[src/rtl/div_pkg.sv]
package div_pkg;

  // Side information that travels with every operand pair.
  typedef struct packed {
    logic q_neg;   // quotient must be negated at the output
    logic r_neg;   // remainder must be negated at the output
    logic dz;      // divisor was zero
  } div_tag_t;

endpackage

[src/rtl/div_front.sv]
module div_front
  import div_pkg::*;
#(
  parameter int WIDTH      = 8,
  parameter bit SIGNED_OPS = 1'b1
) (
  input  logic             clk,
  input  logic             rst_n,
  input  logic             in_valid,
  input  logic [WIDTH-1:0] in_dividend,
  input  logic [WIDTH-1:0] in_divisor,
  output logic             out_vld,
  output logic [WIDTH-1:0] out_dvd_mag,
  output logic [WIDTH-1:0] out_dvs_mag,
  output div_tag_t         out_tag
);

  logic             dvd_neg, dvs_neg;
  logic [WIDTH-1:0] dvd_mag_nx, dvs_mag_nx;
  div_tag_t         tag_nx;

  always_comb begin
    dvd_neg    = SIGNED_OPS & in_dividend[WIDTH-1];
    dvs_neg    = SIGNED_OPS & in_divisor[WIDTH-1];
    dvd_mag_nx = dvd_neg ? (~in_dividend + 1'b1) : in_dividend;
    dvs_mag_nx = dvs_neg ? (~in_divisor + 1'b1) : in_divisor;
    tag_nx.q_neg = dvd_neg ^ dvs_neg;
    tag_nx.r_neg = dvd_neg;
    tag_nx.dz    = (in_divisor == '0);
  end

  always_ff @(posedge clk or negedge rst_n) begin
    if (!rst_n) out_vld <= 1'b0;
    else        out_vld <= in_valid;
  end

  always_ff @(posedge clk) begin
    if (in_valid) begin
      out_dvd_mag <= dvd_mag_nx;
      out_dvs_mag <= dvs_mag_nx;
      out_tag     <= tag_nx;
    end
  end

endmodule

[src/rtl/div_stage.sv]
module div_stage
  import div_pkg::*;
#(
  parameter int WIDTH = 8,
  parameter int STEPS = 1
) (
  input  logic             clk,
  input  logic             rst_n,
  input  logic             in_vld,
  input  logic [WIDTH-1:0] in_rem,
  input  logic [WIDTH-1:0] in_work,
  input  logic [WIDTH-1:0] in_dvs,
  input  div_tag_t         in_tag,
  output logic             out_vld,
  output logic [WIDTH-1:0] out_rem,
  output logic [WIDTH-1:0] out_work,
  output logic [WIDTH-1:0] out_dvs,
  output div_tag_t         out_tag
);

  // in_work holds the dividend bits not yet consumed in its upper part.
  // Quotient bits fill it from the bottom.
  logic [WIDTH-1:0] rem_nx, work_nx;
  logic [WIDTH:0]   shifted, trial;

  always_comb begin
    rem_nx  = in_rem;
    work_nx = in_work;
    shifted = '0;
    trial   = '0;
    for (int s = 0; s < STEPS; s++) begin
      shifted = {rem_nx, work_nx[WIDTH-1]};
      trial   = shifted - {1'b0, in_dvs};
      if (!trial[WIDTH]) begin
        rem_nx  = trial[WIDTH-1:0];
        work_nx = {work_nx[WIDTH-2:0], 1'b1};
      end else begin
        rem_nx  = shifted[WIDTH-1:0];
        work_nx = {work_nx[WIDTH-2:0], 1'b0};
      end
    end
  end

  always_ff @(posedge clk or negedge rst_n) begin
    if (!rst_n) out_vld <= 1'b0;
    else        out_vld <= in_vld;
  end

  always_ff @(posedge clk) begin
    if (in_vld) begin
      out_rem  <= rem_nx;
      out_work <= work_nx;
      out_dvs  <= in_dvs;
      out_tag  <= in_tag;
    end
  end

endmodule

[src/rtl/div_back.sv]
module div_back
  import div_pkg::*;
#(
  parameter int WIDTH = 8
) (
  input  logic             clk,
  input  logic             rst_n,
  input  logic             in_vld,
  input  logic [WIDTH-1:0] in_quot_mag,
  input  logic [WIDTH-1:0] in_rem_mag,
  input  div_tag_t         in_tag,
  output logic             out_valid,
  output logic [WIDTH-1:0] out_quotient,
  output logic [WIDTH-1:0] out_remainder,
  output logic             out_div_zero
);

  logic [WIDTH-1:0] quot_nx, rem_nx;

  always_comb begin
    if (in_tag.dz)         quot_nx = '1;
    else if (in_tag.q_neg) quot_nx = ~in_quot_mag + 1'b1;
    else                   quot_nx = in_quot_mag;
    rem_nx = in_tag.r_neg ? (~in_rem_mag + 1'b1) : in_rem_mag;
  end

  always_ff @(posedge clk or negedge rst_n) begin
    if (!rst_n) out_valid <= 1'b0;
    else        out_valid <= in_vld;
  end

  always_ff @(posedge clk) begin
    if (in_vld) begin
      out_quotient  <= quot_nx;
      out_remainder <= rem_nx;
      out_div_zero  <= in_tag.dz;
    end
  end

endmodule

[src/rtl/div_pipe.sv]
module div_pipe
  import div_pkg::*;
#(
  parameter int WIDTH           = 8,
  parameter int STEPS_PER_STAGE = 1,   // 1 or 2; must divide WIDTH
  parameter bit SIGNED_OPS      = 1'b1
) (
  input  logic             clk,
  input  logic             rst_n,
  input  logic             in_valid,
  input  logic [WIDTH-1:0] in_dividend,
  input  logic [WIDTH-1:0] in_divisor,
  output logic             out_valid,
  output logic [WIDTH-1:0] out_quotient,
  output logic [WIDTH-1:0] out_remainder,
  output logic             out_div_zero
);

  localparam int NSTAGE = WIDTH / STEPS_PER_STAGE;

  // Reset: asserted asynchronously, released on the clock.
  logic [1:0] rst_sync;
  logic       rst_q_n;

  always_ff @(posedge clk or negedge rst_n) begin
    if (!rst_n) rst_sync <= 2'b00;
    else        rst_sync <= {rst_sync[0], 1'b1};
  end
  assign rst_q_n = rst_sync[1];

  logic [NSTAGE:0]  vld_p;
  logic [WIDTH-1:0] rem_p  [0:NSTAGE];
  logic [WIDTH-1:0] work_p [0:NSTAGE];
  logic [WIDTH-1:0] dvs_p  [0:NSTAGE];
  div_tag_t         tag_p  [0:NSTAGE];

  assign rem_p[0] = '0;

  div_front #(.WIDTH(WIDTH), .SIGNED_OPS(SIGNED_OPS)) i_front (
    .clk         (clk),
    .rst_n       (rst_q_n),
    .in_valid    (in_valid),
    .in_dividend (in_dividend),
    .in_divisor  (in_divisor),
    .out_vld     (vld_p[0]),
    .out_dvd_mag (work_p[0]),
    .out_dvs_mag (dvs_p[0]),
    .out_tag     (tag_p[0])
  );

  for (genvar k = 0; k < NSTAGE; k++) begin : g_stage
    div_stage #(.WIDTH(WIDTH), .STEPS(STEPS_PER_STAGE)) i_stage (
      .clk      (clk),
      .rst_n    (rst_q_n),
      .in_vld   (vld_p[k]),
      .in_rem   (rem_p[k]),
      .in_work  (work_p[k]),
      .in_dvs   (dvs_p[k]),
      .in_tag   (tag_p[k]),
      .out_vld  (vld_p[k+1]),
      .out_rem  (rem_p[k+1]),
      .out_work (work_p[k+1]),
      .out_dvs  (dvs_p[k+1]),
      .out_tag  (tag_p[k+1])
    );
  end

  div_back #(.WIDTH(WIDTH)) i_back (
    .clk           (clk),
    .rst_n         (rst_q_n),
    .in_vld        (vld_p[NSTAGE]),
    .in_quot_mag   (work_p[NSTAGE]),
    .in_rem_mag    (rem_p[NSTAGE]),
    .in_tag        (tag_p[NSTAGE]),
    .out_valid     (out_valid),
    .out_quotient  (out_quotient),
    .out_remainder (out_remainder),
    .out_div_zero  (out_div_zero)
  );

endmodule

[config.mk]
export PLATFORM = sky130hd
export DESIGN_NAME = div_pipe
export DESIGN_NICKNAME = d
export VERILOG_FILES = /design/src/rtl/div_pkg.sv /design/src/rtl/div_front.sv /design/src/rtl/div_stage.sv /design/src/rtl/div_back.sv /design/src/rtl/div_pipe.sv
export SDC_FILE = /design/constraint.sdc
export NUM_CORES = 1
export LEC_CHECK = 0
export BUFFER_PORTS_ARGS = -buffer_cell sky130_fd_sc_hd__buf_2
export CAP_MARGIN = 20
export CORE_MARGIN = 1.5
export CORE_UTILIZATION = 55
export CTS_CLUSTER_DIAMETER = 100
export DETAILED_ROUTE_END_ITERATION = 10
export PLACE_DENSITY = 0.82
export SYNTH_ARGS = -nofsm -noshare
export SYNTH_HDL_FRONTEND = slang
export SYNTH_SLANG_ARGS = --single-unit
[constraint.sdc]
create_clock -name clk -period 1.1 [get_ports clk]
set_input_delay 0.22 -clock clk [delete_from_list [all_inputs] [get_ports clk]]
set_output_delay 0.22 -clock clk [all_outputs]
set_load 0.05 [all_outputs]
# Word level (Yosys, flattened, before mapping)

Cells that the tools add are included.

Reduce and logical (&&, ||, !) cells: 1
Add/sub/neg operators: 12
Shift operators: 0
Equality and inequality tests: 0
Multiplexer cells: 20
Bitwise gates (word level): 5
$mul: 0
Magnitude comparators: 0
Divide/modulo/power cells: 0

Operator list:

| kind                  | number |
|---|---|
| $mux W8               | 9 |
| $sub A9 B8 Y9         | 7 |
| $add A8 B1 Y8 const B | 4 |
| $not A8 Y8            | 4 |
| $mux W7               | 2 |
| $mux W1               | 9 |
| $sub A1 B8 Y9         | 1 |
| $logic_not A8 Y1      | 1 |
| $xor A1 B1 Y1         | 1 |

Memory bits (read-only): 0
Memories: 0
Register bits after elaboration: 256
RAM bits: 0
Bits in latches: 0

# Longest topological paths before layout

Gate-level depths: netlist of the first run.

Word-level depth: 3
Depth in mapped cells: 9
Gate-level depth less buffers: 9

# Cells and area by module

A second synthesis of the first run with hierarchy kept.

Cell total of the unflattened synthesis: 862
Area total of the unflattened synthesis: 12868.6 sq um

Modules (own cells, without submodules):

| module                             | area each (sq um) | cells each | instances | sequential area each (sq um) |
|---|---|---|---|---|
| div_stage (g_stage[1].i_stage ...) | 1376.3            | 90         | 4         | 835.8 |
| div_stage (g_stage[0].i_stage ...) | 1373.8            | 90         | 4         | 835.8 |
| div_front                          | 924.6             | 65         | 1         | 595.6 |
| div_back                           | 885.8             | 73         | 1         | 535.5 |
| div_pipe                           | 57.6              | 4          | 1         | 50.0 |

# Least setup slack after synthesis of the first run

Ideal clock, no wire load.

Path type: register to register
From: register g_stage[6].i_stage.out_work[7]
To: register g_stage[7].i_stage.out_rem[1], data pin
Library setup time: 0.260 ns
Cell stages (with the launch flop): 10
Clock period less this slack: 2.325 ns
Slack: -1.225 ns
Required time: 0.840 ns
Path buffers: 0
Arrival time: 2.065 ns
Cell sequence: edfxtp_1 inv_1 ha_1 inv_1 fa_1 a21o_2 a21oi_2 o31a_4 xnor2_4 mux2_2

Cells in the longest elaborated chain, start to end: 2

RTL lines:

| item                                   | RTL line        | text |
|---|---|---|
| start, declared                        | div_stage.sv:16 | `output logic [WIDTH-1:0] out_work,` |
| start signal, assigned                 | div_stage.sv:52 | `out_work <= work_nx;` |
| $sub A9 B8 Y9                          | div_stage.sv:33 | `trial = shifted - {1'b0, in_dvs};` |
| $mux W8                                | div_stage.sv:34 | `if (!trial[WIDTH]) begin` |
| named net g_stage[7].i_stage.rem_nx[1] | div_stage.sv:23 | `logic [WIDTH-1:0] rem_nx, work_nx;` |
| end signal, assigned                   | div_stage.sv:51 | `out_rem <= rem_nx;` |
| end, declared                          | div_stage.sv:15 | `output logic [WIDTH-1:0] out_rem,` |

The timed path passes the listed nets, and every way through them passes these cells.
A chain may end at the register's enable or synchronous reset.

# Worst setup path after layout of the first run

From: register g_stage[6].i_stage.out_work[7]
To: register g_stage[7].i_stage.out_rem[4], data pin

Same word-level chain as after synthesis.

==> results of run 1 <==
[per-layer routing]
layer / wire length (um) / track usage [%] / vias to the layer above
li1: - / - / 3609
met1: 8410 / 19.6 / 3781
met2: 15400 / 46.3 / 206
met3: 764 / 3.44 / 88
met4: 1130 / 9.80 / 0
met5: 0 / 0 / -
[metrics by stage]
stage          TNS, ns  instance area [um^2]  worst slack, ns
3_5_place_dp    -78.11                 14200            -1.34
4_1_cts         -77.19                 16000            -1.25
5_1_grt         -86.24                 16400            -1.35
2_1_floorplan   -64.07                 12100            -1.13
6_report        -80.00                 16400            -1.28
3_3_place_gp    -73.18                 14200            -1.21
[Yosys cell counts (8+ instances only)]
cell | count | area [um^2]
ha_1 | 62 | 776
xnor2_1 | 31 | 272
o21ai_0 | 20 | 100
edfxtp_1 | 244 | 7330
nor3_1 | 12 | 60.1
nor2b_1 | 8 | 50.1
inv_1 | 87 | 327
a211oi_1 | 14 | 105
mux2_2 | 45 | 507
mux2i_1 | 15 | 150
a21oi_1 | 35 | 175
dfrtp_1 | 12 | 300
nand2_1 | 53 | 199
nand2b_1 | 17 | 106
nor2_1 | 26 | 97.6
xor2_1 | 19 | 166
nand3_1 | 12 | 60.1
[registers in the layout, indices dropped and copies added (netlist names)]
name                      count
i_back.out_valid              1
i_back.out_quotient           8
g_stage.i_stage.out_tag      24
g_stage.i_stage.out_rem      64
i_front.out_dvd_mag           8
g_stage.i_stage.out_work     64
g_stage.i_stage.out_vld       8
i_back.out_remainder          8
g_stage.i_stage.out_dvs      56
i_front.out_tag               3
i_back.out_div_zero           1
i_front.out_vld               1
i_front.out_dvs_mag           8
rst_sync                      2
[layout make-up]
type | count | area [um^2]
Multi-Input combinational cell | 458 | 4540
Fill cell | 1066 | 4590
Sequential cell | 256 | 7640
Clock buffer | 34 | 742
Timing Repair Buffer | 299 | 2590
Inverter | 87 | 347
Tap cell | 275 | 344
Clock inverter | 15 | 170
[critical path, delay by kind of cell (launching register included)]
family | cells | cell delay (ns)
mux | 1 | 0.30
buf+inv | 3 | 0.31
compound gates | 3 | 0.53
flops | 1 | 0.38
fa+ha+maj | 2 | 0.49
xor+xnor | 1 | 0.14
[kinds of logic (layout without fill, tap and decap cells)]
family / Yosys count / in the layout / synth area share [%]
compound gates: 109 / 109 / 6.17
mux: 60 / 60 / 5.63
xor+xnor: 57 / 58 / 5.40
simple gates: 158 / 158 / 6.69
flops: 256 / 256 / 65.3
fa+ha+maj: 69 / 69 / 7.84
buf+inv: 90 / 435 / 2.89
other cells: 2 / 4 / 0.0643
[report_power, final]
part / switching, W / internal (W)
logic: 0.00774 / 0.0107
clock network: 0.00370 / 0.00567
registers: 0.00112 / 0.0131
[final timing paths]
kind | from | to | slack, ns | cells after the start
max | g_stage[6].i_stage.out_work[7] | g_stage[7].i_stage.out_rem[4] | -1.28 | 10
min | in_divisor[6] | i_front.out_tag[0] | 0.03 | 2
max reg2reg | g_stage[6].i_stage.out_work[7] | g_stage[7].i_stage.out_rem[4] | -1.28 | 10
min reg2reg | rst_sync[1] | i_back.out_valid | 0.19 | 0
max in group asynchronous | rst_n | rst_sync[0] | 0.43 | 3
min in group asynchronous | rst_sync[1] | i_back.out_valid | 0.19 | 0
[repair_timing]
action,in CTS,in global routing
gates cloned,2,1
endpoints found under the setup margin,101,101
hold buffers,6,0
gates resized for setup,123,53
pin swaps,34,20
hold endpoints to repair,9,0
setup buffers,36,31
==> results.md, run 1 <==
* Critical path cell sequence: inv_2 > ha_4 > inv_2 > fa_2 > a21o_4 > a21oi_4 > o31a_4 > xnor2_4 > clkbuf_16 > mux2_4
* Max Freq at 0.420 GHz
* Clk_skew at 0.0134 ns
* # rows at 53
* Worst hold path type: in -> reg
* # DRC at 0
* Final setup viols at 101
* Post-synthesis sequential area ratio at 65.3%
* Mapped Cells at 801
* Syn-to-layout area delta at 40.1%
* # IOs at 37
* Clock Pin Slew Worst Setup and Hold Paths at 0.07 ns
* Most common cell after layout, fill and taps aside: edfxtp_1
* Crit-path most repeated cell: inv_2
* Crit-path slowest cell: edfxtp_1
* NumNets Final at 1217
* Vias in the first global route at 8015
* Crit start category: flop
* IO buf count at 36
* DIE WIDTH at 149 um
* Syn Area/Cell at 14.6 um^2
* Die height at 149 um
* FF+latch count, synth at 256
* DR WL/cell at 18.1 um
* Initial core utilization at 55.7%
* Synth cell types at 44
* Share of layout cells above drive strength 1 at 45.1%
* Violated checks: negative setup slack
* Initial antenna violation count at 0
* Peak supply drop at 1.70 mV
* Setup crit end kind: flop
* Initial DRC count at 326
* Vias at 7684
* Design Power at 0.0421 W
* Diode count at 0
* H-tree depth at 1
* Core area at 0.0210 mm^2
* Post-synth ARST share at 4.69%
* TritonRoute pass-1 iters at 5
* Synth warn at 0
* Final WS setup at -1.28 ns
* Critical Path Fanout Max at 4
* Status: finished, violations left
* Cell Pwr Density at 2570 mW/mm^2
* Number of flops mapped to enable cells by yosys at 244
* Tcrit/Tclk final at 217%
* First-pass GRT wire length at 37700 um
* Critical path's largest stage delay at 0.38 ns
* TritonCTS Sinks at 256
* DIE AREA at 0.0221 mm^2
* WHS at 0.0292 ns
* Final HPWL DP at 14800 um
* Commonest non-fill, non-tap cells in the layout: 244 x edfxtp_1, 213 x buf_4, 64 x inv_1
* Crit path time final at 2.38 ns
* Leading register cell type out of synthesis: edfxtp_1
* CTS Buffer Depth at 3
* Fin util at 78.1%
* RD Place Congestion at 0.852
* Clock Latency Late Sink at 0.53 ns
* Leakage Power at 6.76 nW
* Cell Count, Final, Fillers Out at 1424
* Crit path kind: reg -> reg
* Tot GR Track Use at 21.9%
* CP arrival at 2.67 ns
* Hold Vio Cnt, Final at 0
* Placed insts at 1307
* Max_cap viols at 0
* Largest net degree at the start of global routing at 29
* DRT Wirelength at 25700 um
* DR vias/cell at 5.40
* Grt total ovfl at 0
* Num CTS Buffers at 27
* Req. time, crit path at 1.39 ns
* Root buf cell: clkbuf_16
* CTS tree: yes
* Remaining antenna violation count at 0
* RSZ-0062 raised after global routing: true
* Slew Viols, Final at 0
* Mapped Area at 0.0117 mm^2
Power figures use the tool's default switching activity.
==> run 2, diff against run 1 <==
--- a/config.mk
+++ b/config.mk
@@ -12,6 +12,7 @@
 export CTS_CLUSTER_DIAMETER = 100
 export DETAILED_ROUTE_END_ITERATION = 10
 export PLACE_DENSITY = 0.82
+export REMOVE_ABC_BUFFERS = 1
 export SYNTH_ARGS = -nofsm -noshare
 export SYNTH_HDL_FRONTEND = slang
 export SYNTH_SLANG_ARGS = --single-unit
==> results.md, run 2 (synthesis results as in run 1) <==
* Root buf cell: clkbuf_16
* # DRC at 0
* DRT Wirelength at 30600 um
* Initial antenna violation count at 0
* Crit-path slowest cell: a211oi_1
* Fin util at 78.1%
* Leakage Power at 6.74 nW
* TritonCTS Sinks at 256
* Crit path time final at 2.50 ns
* Grt total ovfl at 0
* First-pass GRT wire length at 42800 um
* Critical path's largest stage delay at 0.47 ns
* Vias at 8001
* # rows at 53
* Setup crit end kind: flop
* Final setup viols at 101
* Largest net degree at the start of global routing at 29
* Critical path cell sequence: inv_1 > ha_1 > buf_4 > o21ai_0 > a211oi_1 > nor4_1 > nand3b_1 > mux2_4
* Max_cap viols at 0
* DP Worst Slack at -1.42 ns
* CTS tree: yes
* WHS at 0.0164 ns
* Core area at 0.0210 mm^2
* Crit path kind: reg -> reg
* Initial DRC count at 358
* Tot GR Track Use at 25.3%
* Crit start category: flop
* Registers with the most flip-flops: g_stage.i_stage.out_rem (64), g_stage.i_stage.out_work (64), g_stage.i_stage.out_dvs (56)
* Slew Viols, Final at 0
* Routed length on met1 at 9090 um
* Cell Pwr Density at 2610 mW/mm^2
* Num CTS Buffers at 26
* Met3 wire len at 1400 um
* Clock Pin Slew Worst Setup and Hold Paths at 0.07 ns
* Vias in the first global route at 8674
* CTS Buffer Depth at 3
* DIE WIDTH at 149 um
* Initial core utilization at 55.7%
* # IOs at 37
* Status: finished, violations left
* Worst hold path type: in -> reg
* Hold Vio Cnt, Final at 0
* Most common cell after layout, fill and taps aside: edfxtp_1
* IO buf count at 36
* Final HPWL DP at 15000 um
* Diode count at 0
* DR WL met2 at 18000 um
* Remaining antenna violation count at 0
* TritonRoute pass-1 iters at 7
* RSZ-0062 raised after global routing: true
* Top Metal Used: met4
* Fillers at 1011
* Commonest non-fill, non-tap cells in the layout: 244 x edfxtp_1, 212 x buf_4, 67 x inv_1
* Max Freq at 0.399 GHz
* Clock Latency Late Sink at 0.55 ns
* Share of layout cells above drive strength 1 at 44.2%
* Syn-to-layout area delta at 40.1%
* Peak supply drop at 1.41 mV
* Violated checks: negative setup slack
* CP Buf/Inv Count at 2
* Critical Path Fanout Max at 2
* Clk_skew at 0.0210 ns
* Worst path top cell family by delay: compound AO/OA/AOI/OAI gates
* DR WL/cell at 21.5 um
* Req. time, crit path at 1.38 ns
* DR vias/cell at 5.62
* Die height at 149 um
* DIE AREA at 0.0221 mm^2
* Tcrit/Tclk final at 228%
* NumNets Final at 1216
* Final WS setup at -1.40 ns
* RD Place Congestion at 0.816
* CP arrival at 2.78 ns
* H-tree depth at 1
-- run 2: changes by cell type in the layout (fill, tap and decap cells not counted), sizes merged --
cell         delta
xnor2           -1
dlygate4sd3     +3
clkbuf          -6
clkinvlp        +1
clkinv          +2
-- run 2: path summary, 6_finish.rpt --
| check | end | from | slack (ns) | depth (start not counted) |
|---|---|---|---|---|
| max | g_stage[7].i_stage.out_rem[7] | g_stage[6].i_stage.out_dvs[3] | -1.40 | 8 |
| min | i_front.out_dvs_mag[4] | in_divisor[4] | 0.02 | 2 |
| max reg2reg | g_stage[7].i_stage.out_rem[7] | g_stage[6].i_stage.out_dvs[3] | -1.40 | 8 |
| min reg2reg | g_stage[3].i_stage.out_vld | rst_sync[1] | 0.18 | 0 |
| max in group asynchronous | rst_sync[0] | rst_n | 0.45 | 3 |
| min in group asynchronous | g_stage[3].i_stage.out_vld | rst_sync[1] | 0.18 | 0 |
-- run 2: area by class of cell --
type | instances | area [um^2] | area share, %
Clock inverter | 18 | 201 | 1.23
Timing Repair Buffer | 300 | 2610 | 15.9
Sequential cell | 256 | 7630 | 46.6
Inverter | 87 | 334 | 2.04
Clock buffer | 30 | 666 | 4.07
Tap cell | 275 | 344 | 2.10
Multi-Input combinational cell | 457 | 4580 | 28.0
-- run 2: worst reg2reg max path, stage by stage, from the launching register on --
cell      delay, ns
edfxtp_1       0.40
inv_1          0.10
ha_1           0.40
buf_4          0.16
o21ai_0        0.13
a211oi_1       0.47
nor4_1         0.11
nand3b_1       0.19
mux2_4         0.28
-- run 2: repair_timing --
item                       CTS  global route
gates resized for setup    222            50
setup endpoints to repair  101           101
buffers inserted            52            34
pin swaps                   48            39
hold endpoints to repair     9             0
hold buffers                 9             0
-- run 2: stage by stage --
step / area, um^2 / std cells / power (W) / setup TNS, ns
final: 16400 / 1423 / 0.0427 / -87.06
after global routing: 16400 / 1423 / 0.0442 / -92.42
after CTS: 15900 / 1393 / 0.0400 / -79.67
after detailed placement: 13600 / 1287 / 0.0269 / -86.20
after global placement: 13600 / 1287 / 0.0262 / -79.65
after floorplan: 11700 / 800 / 0.0221 / -94.62
-- run 2: where the power goes --
part           total [W]  internal (W)  switching (W)  leakage [nW]
Clock            0.00909       0.00529        0.00380         0.431
Sequential        0.0143        0.0131        0.00119          2.51
Combinational     0.0193        0.0107        0.00856          3.80
Total             0.0427        0.0292         0.0136          6.74
-- run 2: metal layers --
metal  vias up  track usage (%)
li1       3595                -
met1      3927             21.0
met2       323             53.8
met3       156             4.02
met4         0             15.0
met5         -                0
==> run 3, diff against run 2 <==
--- a/config.mk
+++ b/config.mk
@@ -7,8 +7,9 @@
 export LEC_CHECK = 0
 export BUFFER_PORTS_ARGS = -buffer_cell sky130_fd_sc_hd__buf_2
 export CAP_MARGIN = 20
-export CORE_MARGIN = 1.5
+export CORE_MARGIN = 4
 export CORE_UTILIZATION = 55
+export CTS_BUF_LIST = sky130_fd_sc_hd__clkbuf_2 sky130_fd_sc_hd__clkbuf_4 sky130_fd_sc_hd__clkbuf_8
 export CTS_CLUSTER_DIAMETER = 100
 export DETAILED_ROUTE_END_ITERATION = 10
 export PLACE_DENSITY = 0.82
==> constraint.sdc (replaced) <==
create_clock -name clk -period 1.1 [get_ports clk]
set_input_delay 0.11 -clock clk [delete_from_list [all_inputs] [get_ports clk]]
set_output_delay 0.11 -clock clk [all_outputs]
set_load 0.05 [all_outputs]
==> results.md, run 3 (synthesis results as in run 1) <==
* Cell Count, Final, Fillers Out at 1456
* Core area at 0.0210 mm^2
* TritonCTS Sinks at 256
* Worst path top cell family by delay: adder cells
* WHS at 0.0243 ns
* DIE WIDTH at 154 um
* Area of the multi-input gates at 0.00459 mm^2
* Vias at 8258
* Clk_skew at 0.0292 ns
* Setup crit end kind: flop
* H-tree depth at 2
* IO buf count at 36
* Slew Viols, Final at 0
* Tcrit/Tclk final at 228%
* Placed cell area at 0.0136 mm^2
* DRT Wirelength at 32100 um
* Max_cap viols at 0
* DR vias/cell at 5.67
* DR WL/cell at 22.1 um
* Share of layout cells above drive strength 1 at 45.7%
* Final WS setup at -1.41 ns
* DIE AREA at 0.0236 mm^2
* Placed insts at 1286
* Most common cell after layout, fill and taps aside: edfxtp_1
* Diode count at 0
* Crit start category: flop
* First-pass GRT wire length at 43700 um
* Violated checks: negative setup slack
* Num CTS Buffers at 41
* Crit path time final at 2.51 ns
* CP arrival at 2.81 ns
* Remaining antenna violation count at 0
* Final HPWL DP at 15000 um
* Crit path kind: reg -> reg
* Grt total ovfl at 0
* CTS Buffer Depth at 3
* Vias in the first global route at 8825
* Max Freq at 0.398 GHz
* Registers with the most flip-flops: g_stage.i_stage.out_rem (64), g_stage.i_stage.out_work (64), g_stage.i_stage.out_dvs (56)
* Final setup viols at 103
* RSZ-0062 raised after global routing: true
* Fillers at 1000
* Die height at 154 um
* Cell Pwr Density at 2540 mW/mm^2
* # IOs at 37
* Initial antenna violation count at 0
* CTS tree: yes
* Initial DRC count at 516
* Clock Pin Slew Worst Setup and Hold Paths at 0.07 ns
* Fin util at 78.0%
* Peak supply drop at 1.45 mV
* Req. time, crit path at 1.40 ns
* Setup TNS at -86.86 ns
* TritonRoute pass-1 iters at 5
* Syn-to-layout area delta at 40.1%
* Critical path's largest stage delay at 0.42 ns
* Critical path cell sequence: inv_2 > ha_4 > inv_4 > fa_2 > a21o_4 > a21oi_4 > o31a_4 > xnor2_4 > buf_12 > mux2_4
* Status: finished, violations left
* NumNets Final at 1241
* Initial core utilization at 55.7%
* CP Buf/Inv Count at 3
* Tot GR Track Use at 23.4%
* Worst hold path type: in -> reg
* # rows at 53
* Final Cell Area at 0.0164 mm^2
* Crit-path slowest cell: fa_2
* Root buf cell: clkbuf_8
* RD Place Congestion at 0.831
* Reg area at 0.00763 mm^2
* Commonest non-fill, non-tap cells in the layout: 244 x edfxtp_1, 221 x buf_4, 65 x inv_1
* # DRC at 0
* Clock Latency Late Sink at 0.57 ns
* Hold Vio Cnt, Final at 0
* Critical Path Fanout Max at 7
* Largest net degree at the start of global routing at 29
* Leakage Power at 6.78 nW
## run 3: area by class of cell
type                       count  area share, %
multi-input combinational    457           28.1
tap                          275           2.10
clock buffer                  66           4.83
inverter                      87           2.07
sequential                   256           46.6
clock inverter                 5          0.214
timing repair buffer         310           16.1
## run 3: final timing paths
kind / startpoint / to / slack, ns / cells past startpoint
min reg2reg: rst_sync[1] / g_stage[5].i_stage.out_vld / 0.20 / 0
max in group asynchronous: rst_sync[1] / g_stage[6].i_stage.out_vld / 0.57 / 0
max reg2reg: g_stage[6].i_stage.out_work[7] / g_stage[7].i_stage.out_rem[6] / -1.41 / 10
min in group asynchronous: rst_sync[1] / g_stage[5].i_stage.out_vld / 0.20 / 0
min: in_divisor[2] / i_front.out_dvs_mag[2] / 0.02 / 3
max: g_stage[6].i_stage.out_work[7] / g_stage[7].i_stage.out_rem[6] / -1.41 / 10
## run 3: layer usage
metal  wire length [um]  global-route usage [%]  share of wire, %  vias up
met3               1430                    4.19               4.5      150
met1               9860                    20.4                31     4058
li1                   -                       -                 -     3648
met4               2100                    13.3               6.5        0
met2              18700                    48.4                58      402
met5                  0                       0                 0        -
## run 3: power breakdown
part           leakage (nW)  internal [W]  switching (W)
Sequential             2.51        0.0131        0.00123
Clock                 0.437       0.00454        0.00385
Combinational          3.83        0.0103        0.00845
Total                  6.78        0.0280         0.0135
## run 3: worst reg2reg max path: stages (launching register included)
cell and delay, ns:
edfxtp_1 0.38, inv_2 0.09, ha_4 0.15, inv_4 0.04
fa_2 0.42, a21o_4 0.23, a21oi_4 0.14, o31a_4 0.18
xnor2_4 0.14, buf_12 0.17, mux2_4 0.31
## run 3: repair_timing
| action | in CTS | in global routing |
|---|---|---|
| endpoints found under the setup margin | 101 | 107 |
| hold buffers | 19 | 1 |
| pin swaps | 42 | 38 |
| resized for setup | 214 | 63 |
| setup buffers | 61 | 34 |
| gates cloned | 0 | 0 |
| endpoints found under the hold margin | 21 | 1 |
## run 3: stage by stage
stage	worst slack, ns	power [W]
2_1_floorplan	-1.22	0.0221
3_3_place_gp	-1.29	0.0261
3_5_place_dp	-1.37	0.0270
4_1_cts	-1.29	0.0385
5_1_grt	-1.45	0.0430
6_report	-1.41	0.0415
